File: config.mk
export PLATFORM = sky130hd
export DESIGN_NAME = abs_clock_gen
export DESIGN_NICKNAME = d
export VERILOG_FILES = /design/src/rtl/abs_clock_pkg.sv /design/src/rtl/envelope_cmp.sv /design/src/rtl/choice_sel.sv /design/src/rtl/state_reg.sv /design/src/rtl/abs_clock_gen.sv
export SDC_FILE = /design/constraint.sdc
export NUM_CORES = 1
export LEC_CHECK = 0
export BUFFER_PORTS_ARGS = -buffer_cell sky130_fd_sc_hd__buf_2
export CORE_MARGIN = 1
export CORE_UTILIZATION = 50
export CTS_BUF_LIST = sky130_fd_sc_hd__clkbuf_4
export DETAILED_ROUTE_END_ITERATION = 10
export PLACE_DENSITY = 0.65
export SETUP_SLACK_MARGIN = 0.3
export SLEW_MARGIN = 20
export SYNTH_ARGS = -nofsm -noshare
export SYNTH_HDL_FRONTEND = slang
export SYNTH_SLANG_ARGS = --single-unit
File: constraint.sdc
create_clock -name clk -period 15.6 [get_ports clk]
set_input_delay 0.78 -clock clk [delete_from_list [all_inputs] [get_ports clk]]
set_output_delay 0.78 -clock clk [all_outputs]
set_load 0.005 [all_outputs]
File: src/rtl/abs_clock_pkg.sv
package abs_clock_pkg;
  typedef enum logic [1:0] {
    POL_EAGER = 2'b00,
    POL_LAZY  = 2'b01,
    POL_EXT   = 2'b10,
    POL_EXT2  = 2'b11
  } policy_e;
endpackage

File: src/rtl/envelope_cmp.sv
module envelope_cmp #(
  parameter int I_W = 16,
  parameter int CW  = 8,
  parameter int SW  = 12
) (
  input  logic [I_W-1:0]       idx,
  input  logic [I_W-1:0]       cnt,
  input  logic [CW-1:0]        rate_num,
  input  logic [CW-1:0]        rate_den,
  input  logic signed [SW-1:0] shift_lo,
  input  logic signed [SW-1:0] shift_hi,
  output logic                 one_ok,
  output logic                 zero_ok
);
  localparam int PW = I_W + CW + 2;

  logic signed [PW-1:0] scaled_cnt;
  logic signed [PW-1:0] line_base;
  logic signed [PW-1:0] upper_line;
  logic signed [PW-1:0] lower_line;

  always_comb begin
    scaled_cnt = signed'(PW'(cnt)) * signed'(PW'(rate_den));
    line_base  = signed'(PW'(rate_num)) * signed'(PW'(idx));
    upper_line = line_base + PW'(shift_hi);
    lower_line = line_base + PW'(shift_lo);
    one_ok     = (scaled_cnt <= upper_line);
    zero_ok    = (scaled_cnt >= lower_line);
  end
endmodule

File: src/rtl/choice_sel.sv
module choice_sel
  import abs_clock_pkg::*;
(
  input  logic       clk,
  input  logic       rst_n,
  input  logic       en,
  input  logic [1:0] mode,
  input  logic       ext_bit,
  input  logic       one_ok,
  input  logic       zero_ok,
  output logic       fire,
  output logic       bit_sel,
  output logic       stuck,
  output logic       viol
);
  policy_e pol;
  logic    ext_ok;

  always_comb begin
    pol     = policy_e'(mode);
    stuck   = en && !one_ok && !zero_ok;
    ext_ok  = ext_bit ? one_ok : zero_ok;
    viol    = 1'b0;
    bit_sel = 1'b0;
    unique case (pol)
      POL_EAGER: bit_sel = one_ok;
      POL_LAZY:  bit_sel = !zero_ok;
      default: begin
        bit_sel = ext_bit;
        viol    = en && !stuck && !ext_ok;
      end
    endcase
    fire = en && !stuck && !viol && rst_n;
  end

  p_eager_pick_r5: assert property (@(posedge clk) disable iff (!rst_n)
    (fire && mode == 2'b00) |-> (bit_sel == one_ok));
  p_lazy_pick_r6: assert property (@(posedge clk) disable iff (!rst_n)
    (fire && mode == 2'b01) |-> (bit_sel == !zero_ok));
  p_ext_pass_r7: assert property (@(posedge clk) disable iff (!rst_n)
    (fire && mode[1]) |-> (bit_sel == ext_bit));
  p_flags_excl_r9: assert property (@(posedge clk) disable iff (!rst_n)
    $onehot0({fire, stuck, viol}));
endmodule

File: src/rtl/state_reg.sv
module state_reg #(
  parameter int I_W = 16,
  parameter int CW  = 8
) (
  input  logic           clk,
  input  logic           rst_n,
  input  logic           fire,
  input  logic           bit_in,
  input  logic [CW-1:0]  rate_num,
  input  logic [CW-1:0]  rate_den,
  output logic [I_W-1:0] idx_q,
  output logic [I_W-1:0] cnt_q
);
  logic [I_W-1:0] idx_inc, cnt_inc;
  logic [I_W-1:0] idx_d, cnt_d;
  logic           fold;

  always_comb begin
    idx_inc = idx_q + I_W'(1);
    cnt_inc = cnt_q + I_W'(bit_in);
    fold    = (idx_inc >= I_W'(rate_den)) && (cnt_inc >= I_W'(rate_num));
    idx_d   = fold ? (idx_inc - I_W'(rate_den)) : idx_inc;
    cnt_d   = fold ? (cnt_inc - I_W'(rate_num)) : cnt_inc;
  end

  always_ff @(posedge clk or negedge rst_n) begin
    if (!rst_n) begin
      idx_q <= I_W'(1);
      cnt_q <= '0;
    end else if (fire) begin
      idx_q <= idx_d;
      cnt_q <= cnt_d;
    end
  end

  p_hold_idle_r10: assert property (@(posedge clk) disable iff (!rst_n)
    !fire |=> ($stable(idx_q) && $stable(cnt_q)));
endmodule

File: src/rtl/abs_clock_gen.sv
module abs_clock_gen #(
  parameter int I_W = 16,
  parameter int CW  = 8,
  parameter int SW  = 12
) (
  input  logic                 clk,
  input  logic                 rst_n,
  input  logic                 en,
  input  logic [1:0]           mode,
  input  logic                 ext_bit,
  input  logic [CW-1:0]        rate_num,
  input  logic [CW-1:0]        rate_den,
  input  logic signed [SW-1:0] shift_lo,
  input  logic signed [SW-1:0] shift_hi,
  output logic                 clk_bit,
  output logic                 one_ok,
  output logic                 zero_ok,
  output logic                 stuck_err,
  output logic                 violation
);
  logic [1:0]     rst_pipe;
  logic           rst_int_n;
  logic [I_W-1:0] idx, cnt;
  logic           fire, bit_sel;

  always_ff @(posedge clk or negedge rst_n) begin
    if (!rst_n) rst_pipe <= 2'b00;
    else        rst_pipe <= {rst_pipe[0], 1'b1};
  end
  assign rst_int_n = rst_pipe[1];

  envelope_cmp #(.I_W(I_W), .CW(CW), .SW(SW)) u_env (
    .idx(idx), .cnt(cnt), .rate_num(rate_num), .rate_den(rate_den),
    .shift_lo(shift_lo), .shift_hi(shift_hi),
    .one_ok(one_ok), .zero_ok(zero_ok)
  );

  choice_sel u_sel (
    .clk(clk), .rst_n(rst_int_n), .en(en), .mode(mode), .ext_bit(ext_bit),
    .one_ok(one_ok), .zero_ok(zero_ok),
    .fire(fire), .bit_sel(bit_sel), .stuck(stuck_err), .viol(violation)
  );

  state_reg #(.I_W(I_W), .CW(CW)) u_state (
    .clk(clk), .rst_n(rst_int_n), .fire(fire), .bit_in(bit_sel),
    .rate_num(rate_num), .rate_den(rate_den),
    .idx_q(idx), .cnt_q(cnt)
  );

  assign clk_bit = fire && bit_sel;

  p_one_legal_r2: assert property (@(posedge clk) disable iff (!rst_int_n)
    (fire && bit_sel) |-> one_ok);
  p_zero_legal_r3: assert property (@(posedge clk) disable iff (!rst_int_n)
    (fire && !bit_sel) |-> zero_ok);
  p_refused_quiet_r8: assert property (@(posedge clk) disable iff (!rst_int_n)
    (violation || stuck_err) |-> !clk_bit);
endmodule

==> flow_summary.ini <==
[global_routing]
grt_pass1_wl_um = 63300
busiest_layer = met2
grt_use_total = 0.273
antenna_found_initial = 0
grt_pass1_vias = 12300
overflow = 0
use_met2 = 0.463
grt_start_max_net_pins = 34
met1_usage = 0.378
grt.met3_usage = 0.0207

[synth]
yosys.area.top_type_share = 0.240
synth-edff-count = 0
ys_ff_latch = 34
synth_area_leader_cell = fa_1
syn_avg_cell_area_um2 = 8.16
ys_types = 74
synth_top_cells_by_area = fa_1 (24%), ha_1 (18%), inv_1 (5.8%)
netlist_top_cells_count = inv_1 (222), ha_1 (208), fa_1 (172)
yosysWarnings = 0
yosysMostFrequentCell = inv_1
synthCells = 1757
synthesis.nets = 2183
netlist_area_um2 = 14300
ys.flop_type = dfrtp_1
synthArstFlopShare = 1.00
seq_area_frac_synth = 0.0594

[detailed_routing]
final_antenna_net_count = 0
routed_wirelength_um = 37500
dr.pass1.iters = 5
drt-initial-drc-count = 749
drc_errors = 0
vias_per_cell = 5.73
vias = 12200
wl_per_cell_um = 17.6

[final_layout]
syn2layout_area_growth_pct = 3.84
fin_nets = 2184
layout-drive-gt1-share = 0.0478
fill_cells = 2740
antenna_cells = 0
utilization = 0.532
stdcell_count = 2136

[clock_network]
cts_setup_buffers = 0
clkLatencyLatePin_ns = 0.36
cts-root-buf = clkbuf_4
cts_buffers = 5
cts_max_path_buffers = 2
cts_tree = built
ctsHtreeMaxLevel = 2
cts.reportedPaths.clkPinSlew_ns = 0.12
cts_sinks = 34
ctsHoldBuffers = 0
post_cts_resize_count = 0

[placed_design]
post-place-ws_ns = 1.99
port_buffers = 50
place_congestion = 0.936
dp_hpwl_um = 31100
dp.cells = 2129

[sta]
period_share = 0.859
max_freq_mhz = 74.6
setup_violations = 0
clock-skew-final_ns = 0.0193
rsz0062_at_grt = no
worst_slew_pin_slew_ns = 0.902
layout_setup_ws_ns = 2.19
maxSlewViolCount = 0
finalSetupTns_ns = 0
hold_viol = 0
relSlewSlack = 0.399
period_minus_slack_ns = 13.41

[critical_path]
cp.required_ns = 15.82
crit_path_max_fanout = 21
start_kind = flop
startpoint = u_state.idx_q[2]$_DFFE_PN0P_
r2r_slack_ns = 2.19
slowest_stage = nor4bb_1
critical-path-max-stage-delay_ns = 0.83
critPathKind = reg2reg
cp-end-kind = flop
worstRegToRegCells = 51
r2r-start = u_state.idx_q[2]$_DFFE_PN0P_
rr_endpoint = u_state.cnt_q[15]$_DFFE_PN0P_
cp_data_arrival_time_ns = 13.62

[status]
status = complete, no violations

[floorplan]
die_x_um = 171
start_util = 0.512
die_area_um2 = 29400
die_h_um = 171
rows = 61
io_pins = 51
core_um2 = 28000

[worst_hold_path]
min_path_type = in2async

[run]
cap_violations = 0
## state kept, by name, indices dropped and copies added (netlist names)
signal / flops
u_state.cnt_q: 16
u_state.idx_q: 16
rst_pipe: 2
## cells by family after synthesis
kind of cell / synth area share
and+or+nand+nor: 0.211
adders and majority gates: 0.422
AOI/OAI and AO/OA: 0.141
buffers and inverters: 0.0765
xor gates and xnor gates: 0.0770
DFF: 0.0594
muxes: 0.0133
other: 0.000262
## worst max-delay path, delay by kind of cell (launching register included)
kind / cells / cell delay [ns]
buf+inv: 5 / 0.74
compound gates: 18 / 4.75
flops: 1 / 0.50
mux: 1 / 0.08
fa+ha+maj: 10 / 3.74
simple gates: 13 / 2.77
xor+xnor: 4 / 0.66
## layer usage
metal,part of all wire,routed length [um]
met1,0.46,17400
met2,0.47,17500
met3,0.046,1710
met4,0.025,941
met5,0,0
## metrics by stage
stage	hold slack [ns]	cell area, um^2
after global placement	0.297	14800
final	0.202	14900
after detailed placement	0.309	14800
after global routing	0.190	14900
after CTS	0.194	14900
after floorplan	0.331	14300
## area by class of cell
type | count | area [um^2] | area share
Sequential cell | 34 | 852 | 0.0572
Inverter | 223 | 837 | 0.0562
Timing Repair Buffer | 55 | 288 | 0.0193
Multi-Input combinational cell | 1439 | 12400 | 0.832
Clock buffer | 5 | 37.5 | 0.00252
Tap cell | 378 | 473 | 0.0318
Clock inverter | 2 | 10.0 | 0.000672
## how the worst max path moves through the flow
stage,end,slack [ns],cells past startpoint
2_1_floorplan,u_state.cnt_q[15]$_DFFE_PN0P_,3.67,50
3_3_place_gp,u_state.cnt_q[9]$_DFFE_PN0P_,2.47,53
3_5_place_dp,u_state.cnt_q[15]$_DFFE_PN0P_,1.99,52
4_1_cts,u_state.cnt_q[15]$_DFFE_PN0P_,2.33,51
5_1_grt,u_state.cnt_q[11]$_DFFE_PN0P_,1.21,51
6_report,u_state.cnt_q[15]$_DFFE_PN0P_,2.19,51
## layout by cell type (no fill, tap or decap), types with 50 or more instances in the layout
cell type  netlist  layout
and2_1         114     114
inv_1          222     222
o21ai_0         59      59
fa_1           172     172
nor2_1         117     116
ha_1           208     208
nand2_1        170     170
xnor2_1         90      90
buf_2            7      50
a21oi_1        101     101
Power is not shown: default switching activity piles up to over one toggle a cycle in this logic, so the estimate is an artifact.
